--- src/rtl/card_window_decoder.sv ---
module card_window_decoder #(
  parameter int NWIN = 8,
  parameter int AW   = 32,
  parameter int CAW  = 26,
  localparam int IW  = (NWIN > 1) ? $clog2(NWIN) : 1
) (
  input  logic           clk,
  input  logic           rst_n,
  input  logic           cfg_we,
  input  logic           cfg_opt,
  input  logic [IW-1:0]  cfg_idx,
  input  logic [31:0]    cfg_wdata,
  input  logic           req,
  input  logic           req_we,
  input  logic [AW-1:0]  req_addr,
  output logic           ack,
  output logic           err,
  output logic           hit,
  output logic [IW-1:0]  win_idx,
  output logic [2:0]     space,
  output logic           socket_b,
  output logic           port16,
  output logic           card_we,
  output logic [CAW-1:0] card_addr,
  output logic           addr_valid,
  output logic           strobe
);
  localparam int B_VALID = 0;
  localparam int B_WP    = 1;
  localparam int B_SOCK  = 2;
  localparam int SP_LSB  = 3;
  localparam int B_P16   = 6;
  localparam int LN_LSB  = 7;
  localparam int SU_LSB  = 12;
  localparam int HO_LSB  = 16;
  localparam int SZ_LSB  = 27;

  typedef enum logic [2:0] {S_IDLE, S_SETUP, S_STRB, S_HOLD, S_DONE} st_t;

  logic [AW-1:0]   base_q [NWIN];
  logic [31:0]     opt_q  [NWIN];
  logic [NWIN-1:0] hv;
  logic [IW-1:0]   sel;
  logic            dec_hit;
  logic [31:0]     sel_opt;

  st_t        st, st_d, nxt;
  logic [4:0] cnt, cnt_d;
  logic [4:0] su_q, ln_q, ho_q, su_c, ln_c, ho_c;
  logic       err_q, wp_q;
  logic       bad;

  for (genvar i = 0; i < NWIN; i++) begin : g_win
    logic [4:0] lg;
    logic       unused_hi;
    always_comb begin
      lg[4] = opt_q[i][SZ_LSB+4];
      for (int k = 3; k >= 0; k--) lg[k] = lg[k+1] ^ opt_q[i][SZ_LSB+k];
    end
    assign hv[i] = opt_q[i][B_VALID] &&
                   (((req_addr ^ base_q[i]) & ({AW{1'b1}} << lg)) == '0);
    assign unused_hi = ^opt_q[i][SZ_LSB-1:HO_LSB+4];
  end

  always_comb begin
    sel = '0;
    for (int i = NWIN - 1; i >= 0; i--) if (hv[i]) sel = IW'(i);
  end
  assign dec_hit = |hv;
  assign sel_opt = opt_q[sel];
  assign bad     = !dec_hit || (req_we && sel_opt[B_WP]);

  function automatic st_t after(st_t cur, logic [4:0] s, logic [4:0] l, logic [4:0] h);
    if (cur == S_IDLE && s != 0) return S_SETUP;
    if ((cur == S_IDLE || cur == S_SETUP) && l != 0) return S_STRB;
    if (cur != S_HOLD && h != 0) return S_HOLD;
    return S_DONE;
  endfunction

  function automatic logic [4:0] len_of(st_t p, logic [4:0] s, logic [4:0] l, logic [4:0] h);
    case (p)
      S_SETUP: return s;
      S_STRB:  return l;
      S_HOLD:  return h;
      default: return 5'd0;
    endcase
  endfunction

  always_comb begin
    su_c = (st == S_IDLE) ? {1'b0, sel_opt[SU_LSB +: 4]} : su_q;
    ln_c = (st == S_IDLE) ? sel_opt[LN_LSB +: 5]         : ln_q;
    ho_c = (st == S_IDLE) ? {1'b0, sel_opt[HO_LSB +: 4]} : ho_q;
    nxt  = after(st, su_c, ln_c, ho_c);
    st_d  = st;
    cnt_d = cnt;
    case (st)
      S_IDLE:
        if (req) begin
          st_d  = bad ? S_DONE : nxt;
          cnt_d = bad ? 5'd0 : len_of(nxt, su_c, ln_c, ho_c);
        end
      S_SETUP, S_STRB, S_HOLD:
        if (cnt == 5'd1) begin
          st_d  = nxt;
          cnt_d = len_of(nxt, su_c, ln_c, ho_c);
        end else begin
          cnt_d = cnt - 5'd1;
        end
      default: st_d = S_IDLE;
    endcase
  end

  always_ff @(posedge clk) begin
    if (!rst_n) begin
      for (int i = 0; i < NWIN; i++) begin
        base_q[i] <= '0;
        opt_q[i]  <= '0;
      end
      st <= S_IDLE;  cnt <= '0;
      su_q <= '0;  ln_q <= '0;  ho_q <= '0;
      err_q <= 1'b0;  wp_q <= 1'b0;  hit <= 1'b0;  win_idx <= '0;
      space <= '0;  socket_b <= 1'b0;  port16 <= 1'b0;
      card_we <= 1'b0;  card_addr <= '0;
    end else begin
      if (cfg_we) begin
        if (cfg_opt) opt_q[cfg_idx]  <= cfg_wdata;
        else         base_q[cfg_idx] <= cfg_wdata[AW-1:0];
      end
      st  <= st_d;
      cnt <= cnt_d;
      if (st == S_IDLE && req) begin
        err_q     <= bad;
        wp_q      <= sel_opt[B_WP];
        hit       <= dec_hit;
        win_idx   <= sel;
        space     <= sel_opt[SP_LSB +: 3];
        socket_b  <= sel_opt[B_SOCK];
        port16    <= sel_opt[B_P16];
        card_we   <= req_we;
        card_addr <= req_addr[CAW-1:0];
        su_q <= su_c;  ln_q <= ln_c;  ho_q <= ho_c;
      end
    end
  end

  assign ack        = (st == S_DONE);
  assign err        = ack & err_q;
  assign strobe     = (st == S_STRB);
  assign addr_valid = (st == S_SETUP) || (st == S_STRB) || (st == S_HOLD);

  assert_ack_single_R9: assert property (@(posedge clk) disable iff (!rst_n)
    ack |=> !ack);
  assert_no_protected_strobe_R6: assert property (@(posedge clk) disable iff (!rst_n)
    strobe |-> !(card_we && wp_q));
  assert_lowest_wins_R5: assert property (@(posedge clk) disable iff (!rst_n)
    (st == S_IDLE && req && dec_hit) |-> (hv & ((NWIN'(1) << sel) - NWIN'(1))) == '0);
  assert_strobe_framed_R7: assert property (@(posedge clk) disable iff (!rst_n)
    strobe |-> (addr_valid && !ack && !err_q));
  assert_addr_stable_R8: assert property (@(posedge clk) disable iff (!rst_n)
    (addr_valid && $past(addr_valid)) |-> $stable(card_addr));
endmodule

--- config.mk ---
export PLATFORM = sky130hd
export DESIGN_NAME = card_window_decoder
export DESIGN_NICKNAME = d
export VERILOG_FILES = /design/src/rtl/card_window_decoder.sv
export SDC_FILE = /design/constraint.sdc
export NUM_CORES = 1
export LEC_CHECK = 0
export ABC_AREA = 0
export BUFFER_PORTS_ARGS = -buffer_cell sky130_fd_sc_hd__buf_2
export CAP_MARGIN = 20
export CORE_AREA = 2 2 185 277
export CTS_CLUSTER_DIAMETER = 120
export DETAILED_ROUTE_END_ITERATION = 8
export DIE_AREA = 0 0 187 279
export HOLD_SLACK_MARGIN = 0.15
export PLACE_DENSITY = 0.72
export SLEW_MARGIN = 10
export SYNTH_ARGS = -nofsm -noshare
export SYNTH_HDL_FRONTEND = slang
export SYNTH_SLANG_ARGS = --single-unit
--- constraint.sdc ---
create_clock -name clk -period 17.17 [get_ports clk]
set_input_delay 1.717 -clock clk [delete_from_list [all_inputs] [get_ports clk]]
set_output_delay 1.717 -clock clk [all_outputs]
set_load 0.02 [all_outputs]
==> impl_metrics.toml, run 1 <==
[status]
status = "complete, no violations"

[placement]
preCtsSetupSlack_ns = 9.74
place_area_mm2 = 0.0282
place_inst = 3061
numPortBuffers = 112
hpwlAfterDp_mm = 58.7
gp_congestion = 0.992

[clock_network]
ctsResizeCount = 0
cts.sinks = 511
cts-htree-levels = 2
cts_setup_buffers = 0
clockRootBuffer = "clkbuf_16"
cts_hold_buf = 0
clockBufferDepth = 3
cts_tree = "yes"
worst_skew_pair.late_latency_ns = 0.59
cts_made_buffers = 50
clk_pin_slew_worst_paths_ns = 0.06

[logic_synthesis]
synth_top_flop_cell = "edfxtp_1"
syn_inst = 2403
synth.yosys.seq_area_share = 0.546
syn_area_mm2 = 0.0271
synth-edff-count = 456
async_reset_ff_frac = 0
yosys_warnings = 0
avgSynthCellArea_um2 = 11.3
synth-seq-cells = 511
syn-num-nets = 2529
ys_types = 95

[die]
fp.dieH_um = 279
rows = 100
initial_core_util = 0.546
coreArea_mm2 = 0.0497
num_io_pins = 113
die_x_um = 187
die_area_mm2 = 0.0522

[finish]
syn2layout_area_growth_pct = 10.2
final_cell_mix = "and2_1 (469), edfxtp_1 (456), xnor2_1 (138)"
layout-drive-gt1-share = 0.121
design_area_mm2 = 0.0299
final_common_cell = "and2_1"
final_nets = 2579
finalNonFillerCells = 3162

[worst_setup_path]
crit_fanout = 31
crit_family = "simple AND/OR/NAND/NOR gates"
crit_path_end_kind = "flip-flop"
critPathKind = "flip-flop to flip-flop"
slowest_stage = "nor4b_2"
cp_slowest_stage_delay_ns = 0.93
crit_chain = "inv_1, ha_1, ha_1, inv_1, ha_1, o21ai_0, a21oi_1, or4_1, or3_1, nor4b_2, a211o_1, a21oi_4, nor2_4, mux2_2, o211a_1, nor4_4, and2_2, a21oi_2, a221oi_2"
crit_required_ns = 17.67
startpoint_type = "flip-flop"
crit_buf_inv = 2
cp_common_cell = "ha_1"
worst_ep_arrival_time_ns = 7.91

[timing]
fin_ws_ns = 9.76
hold_viol = 0
max_slew_margin = 0.243
period_share = 0.431
holdWs_ns = 0.467
rsz0062_at_grt = "no"
skew_ns = 0.0314
max_freq_ghz = 0.135
timing.final.crit_period_ns = 7.41
setup_viol = 0
tns_ns = 0
worstMarginPinSlew_ns = 1.13
slew_violations = 0

[worst_hold_path]
hold_path.class = "flip-flop to flip-flop"

[run]
drv_cap = 0

[grt]
grt_first_pass_wirelength_mm = 128
antenna_found_initial = 7
track_usage = 0.340
grt_overflow = 0
grt_max_degree = 73
grt_pass1_vias = 19300

[power_and_ir_drop]
peakVddDrop_mv = 0.0913
p_leak_uw = 0.0111
powerDensity_mw_per_mm2 = 99.5

[detailed_routing]
firstDrtPassIters = 6
wl_per_cell_um = 28.2
drc = 0
drtIter0Drc = 2083
via_count = 19300
antenna_left = 0
wirelength_mm = 89.2
routed_via_density = 6.12
## worst reg2reg max path: stages, from the launching register on
cell and delay (ns):
edfxtp_1 0.51, inv_1 0.14, ha_1 0.49, ha_1 0.59, inv_1 0.14, ha_1 0.34
o21ai_0 0.37, a21oi_1 0.11, or4_1 0.49, or3_1 0.33, nor4b_2 0.93, a211o_1 0.26
a21oi_4 0.13, nor2_4 0.79, mux2_2 0.43, o211a_1 0.27, nor4_4 0.48, and2_2 0.28
a21oi_2 0.06, a221oi_2 0.19
## synth_stat cells (8+ instances only)
library cell  count  area, µm²
or3_1             9       56.3
xnor2_1         138       1210
and2_1          470       2940
inv_1            63        236
edfxtp_1        456      13700
nor3_1           38        190
o211a_1           9       90.1
or4_1            11       82.6
nand3_1          21        105
nand2_1         137        514
xor2_1          119       1040
o211ai_1         12       90.1
nand4_1          13       81.3
o21ai_0          83        415
o22ai_1          27        169
nor2b_1          15       93.8
dfxtp_1          55       1100
mux2_2           19        214
clkbuf_1        139        522
o31ai_1           8       60.1
nor4b_1           9       78.8
nand2b_1         23        144
mux2i_1          39        390
or2_2             8       50.1
nor4_1           20        125
a31oi_1          13       81.3
ha_1             53        663
a21o_1           10       75.1
nor2_1           95        357
a211oi_1         16        120
a21oi_1          79        395
a21boi_0         35        263
## registers in the layout (all words and copies together) (netlist names)
signal,flops
base_q,256
card_addr,26
card_we,1
cnt,5
err_q,1
hit,1
ho_q,5
ln_q,5
opt_q,200
port16,1
socket_b,1
space,3
st,3
win_idx,3
## path summary, 6_finish.rpt
kind	from	to	slack, ns	cells past startpoint
worst max-delay path	opt_q[5][31]$_SDFFCE_PN0P_	cnt[0]$_SDFFE_PN0P_	9.76	19
worst min-delay path	card_addr[9]$_SDFFE_PN0P_	card_addr[9]$_SDFFE_PN0P_	0.47	2
worst max register to register	opt_q[5][31]$_SDFFCE_PN0P_	cnt[0]$_SDFFE_PN0P_	9.76	19
worst min register to register	card_addr[9]$_SDFFE_PN0P_	card_addr[9]$_SDFFE_PN0P_	0.47	2
## layer usage
layer / vias to the layer above / GRT usage / routed length, µm
li1: 8603 / - / -
met1: 9463 / 0.402 / 31500
met2: 1012 / 0.583 / 43600
met3: 271 / 0.0529 / 7650
met4: 0 / 0.213 / 6440
met5: - / 0 / 0
## metrics by stage
stage | util | power [µW]
finish | 0.601 | 2970
global route | 0.601 | 3060
CTS | 0.601 | 2970
detailed placement | 0.568 | 1880
global placement | 0.568 | 1880
floorplan | - | 1730
## area by class of cell
cell class | instances | area [µm²]
inverters | 64 | 240
multi-input cells | 1673 | 11500
well taps | 663 | 830
clock buffers | 70 | 1440
flip-flops and latches | 511 | 14800
diodes | 6 | 15.0
clock inverters | 22 | 183
fillers | 4105 | 19800
repair buffers | 153 | 873
## report_power, final
part / total (µW) / switching, µW / internal (µW)
Clock: 1100 / 486 / 619
Combinational: 410 / 275 / 135
Sequential: 1460 / 33.6 / 1420
Total: 2970 / 795 / 2180
## logic make-up (layout without fill, tap and decap cells)
logic type               count (synthesis)  after routing  share of synthesized area
flip-flops                             511            511                      0.546
multiplexers                            61             61                     0.0240
AO/OA/AOI/OAI                          392            392                     0.0989
XOR/XNOR                               258            258                     0.0836
adder cells (fa/ha/maj)                 54             54                     0.0248
other                                    0              6                          0
buffers and inverters                  219            309                     0.0323
AND/OR/NAND/NOR                        908            908                      0.190
Note: power is estimated with default switching activity, not from simulation.
==> inputs of run 2 (changes only) <==
Clock period 17.17 ns to 7.35 ns, I/O delays scaled along.
==> run 2 against run 1 <==
Compared with the run above:
- global-route usage is 1.0 points higher
- combinational power is 140% higher
- die area stayed put
- clock power is 120% higher
- clock skew is 0.013 ns lower
- sequential share of layout area hardly changed
- wire length is 2.7% higher
- largest power group unchanged
- highest routed layer unchanged
==> impl_metrics.toml, run 2 (synthesized netlist as in run 1, its figures left out) <==
[finish]
top_register = "base_q"
design_area_mm2 = 0.0299
multi_input_area_mm2 = 0.0115
final_cell_mix = "and2_1 (469), edfxtp_1 (456), xnor2_1 (138)"
final_nets = 2587
largest_reg_flops = 256
layout-drive-gt1-share = 0.119
final_common_cell = "and2_1"
seqCellArea_mm2 = 0.0148
filler_cell_count = 4178
reg_top3 = "base_q (256), opt_q (200), card_addr (26)"
syn2layout_area_growth_pct = 10.2

[detailed_routing]
drc = 0
firstDrtPassIters = 5
wl_per_cell_um = 28.9
antenna_left = 0
routed_via_density = 6.16
via_count = 19500
drtIter0Drc = 2098
wirelength_mm = 91.6

[clock_network]
cts_setup_buffers = 0
cts-htree-levels = 2
clk_pin_slew_worst_paths_ns = 0.07
cts.sinks = 511
worst_skew_pair.late_latency_ns = 0.58
ctsResizeCount = 0
cts_made_buffers = 49
clockBufferDepth = 3
cts_hold_buf = 0
clockRootBuffer = "clkbuf_16"
cts_tree = "yes"

[grt]
grt_first_pass_wirelength_mm = 131
grt_overflow = 0
grt_pass1_vias = 19200
grt_max_degree = 57
antenna_found_initial = 8
track_usage = 0.350

[worst_setup_path]
r2r-start = "opt_q[1][31]$_SDFFCE_PN0P_"
crit_fanout = 20
r2r_end = "cnt[3]$_SDFFE_PN0P_"
crit_required_ns = 7.84
critPathKind = "flip-flop to flip-flop"
crit_end = "cnt[3]$_SDFFE_PN0P_"
worst_ep_arrival_time_ns = 7.44
r2r_cells = 20
crit_path_end_kind = "flip-flop"
r2r_slack_ns = 0.40
timing.critical_path.from = "opt_q[1][31]$_SDFFCE_PN0P_"
startpoint_type = "flip-flop"

[die]
die_area_mm2 = 0.0522
coreArea_mm2 = 0.0497
rows = 100
die_x_um = 187
num_io_pins = 113
initial_core_util = 0.546
fp.dieH_um = 279

[timing]
timing.final.crit_period_ns = 6.95
max_freq_ghz = 0.144
max_slew_margin = 0.336
holdWs_ns = 0.440
skew_ns = 0.0187
worstMarginPinSlew_ns = 0.996
period_share = 0.945
tns_ns = 0
rsz0062_at_grt = "no"
hold_viol = 0
setup_viol = 0
slew_violations = 0

[placement]
place_area_mm2 = 0.0283
hpwlAfterDp_mm = 60.4
gp_congestion = 0.983
numPortBuffers = 112

[power_and_ir_drop]
peakVddDrop_mv = 0.223
p_leak_uw = 0.0111
powerDensity_mw_per_mm2 = 229

[run]
drv_cap = 0

[status]
status = "complete, no violations"

[worst_hold_path]
hold_path.class = "primary input to flip-flop"
-- run 2: worst min-delay path by stage --
| stage | startpoint | end | slack (ns) | depth (start not counted) |
|---|---|---|---|---|
| 3_3_place_gp | card_addr[24]$_SDFFE_PN0P_ | card_addr[24]$_SDFFE_PN0P_ | 0.45 | 2 |
| 2_1_floorplan | ln_q[1]$_SDFFE_PN0P_ | ln_q[1]$_SDFFE_PN0P_ | 0.44 | 2 |
| 5_1_grt | req_we | card_we$_SDFFE_PN0P_ | 0.43 | 3 |
| 4_1_cts | req_we | card_we$_SDFFE_PN0P_ | 0.41 | 3 |
| 3_5_place_dp | card_addr[9]$_SDFFE_PN0P_ | card_addr[9]$_SDFFE_PN0P_ | 0.45 | 2 |
| 6_report | req_we | card_we$_SDFFE_PN0P_ | 0.44 | 3 |
-- run 2: power breakdown --
part / switching [µW] / leakage [µW] / internal [µW]
Sequential: 80.9 / 0.00480 / 3330
Combinational: 652 / 0.00553 / 317
Clock: 1100 / 0.000743 / 1370
Total: 1830 / 0.0111 / 5020
-- run 2: per-stage QoR --
stage	setup WS, ns	cells	power [µW]	util
after CTS	0.463	3162	6850	0.601
after detailed placement	0.482	3073	4410	0.570
after floorplan	1.63	2403	4050	-
after global routing	0.0696	3162	7050	0.601
final	0.401	3171	6850	0.601
after global placement	0.545	3073	4410	0.570
-- run 2: cell type report --
cell class	count	area share
diodes	9	0.000754
clock buffers	66	0.0458
clock inverters	23	0.00562
inverters	64	0.00805
multi-input cells	1673	0.385
flip-flops and latches	511	0.496
well taps	663	0.0278
repair buffers	162	0.0313
-- run 2: per-layer routing --
layer,GRT usage,wire (µm),up-vias
met5,0,0,-
li1,-,-,8616
met4,0.199,6110,0
met3,0.0504,7450,272
met2,0.608,45400,954
met1,0.418,32600,9680
-- run 2: critical path, stage by stage, from the launching register on --
cell      delay [ns]
edfxtp_1        0.56
inv_1           0.15
ha_1            0.56
ha_1            0.57
inv_1           0.10
ha_1            0.33
or2_2           0.33
o21ai_0         0.16
nand4_1         0.10
or4_1           0.53
o41ai_1         0.49
buf_4           0.27
and2_1          0.25
a21oi_4         0.11
nor2_4          0.61
mux2_2          0.41
o211a_1         0.27
nor4_4          0.47
a311o_1         0.25
a31oi_1         0.06
a211oi_2        0.23
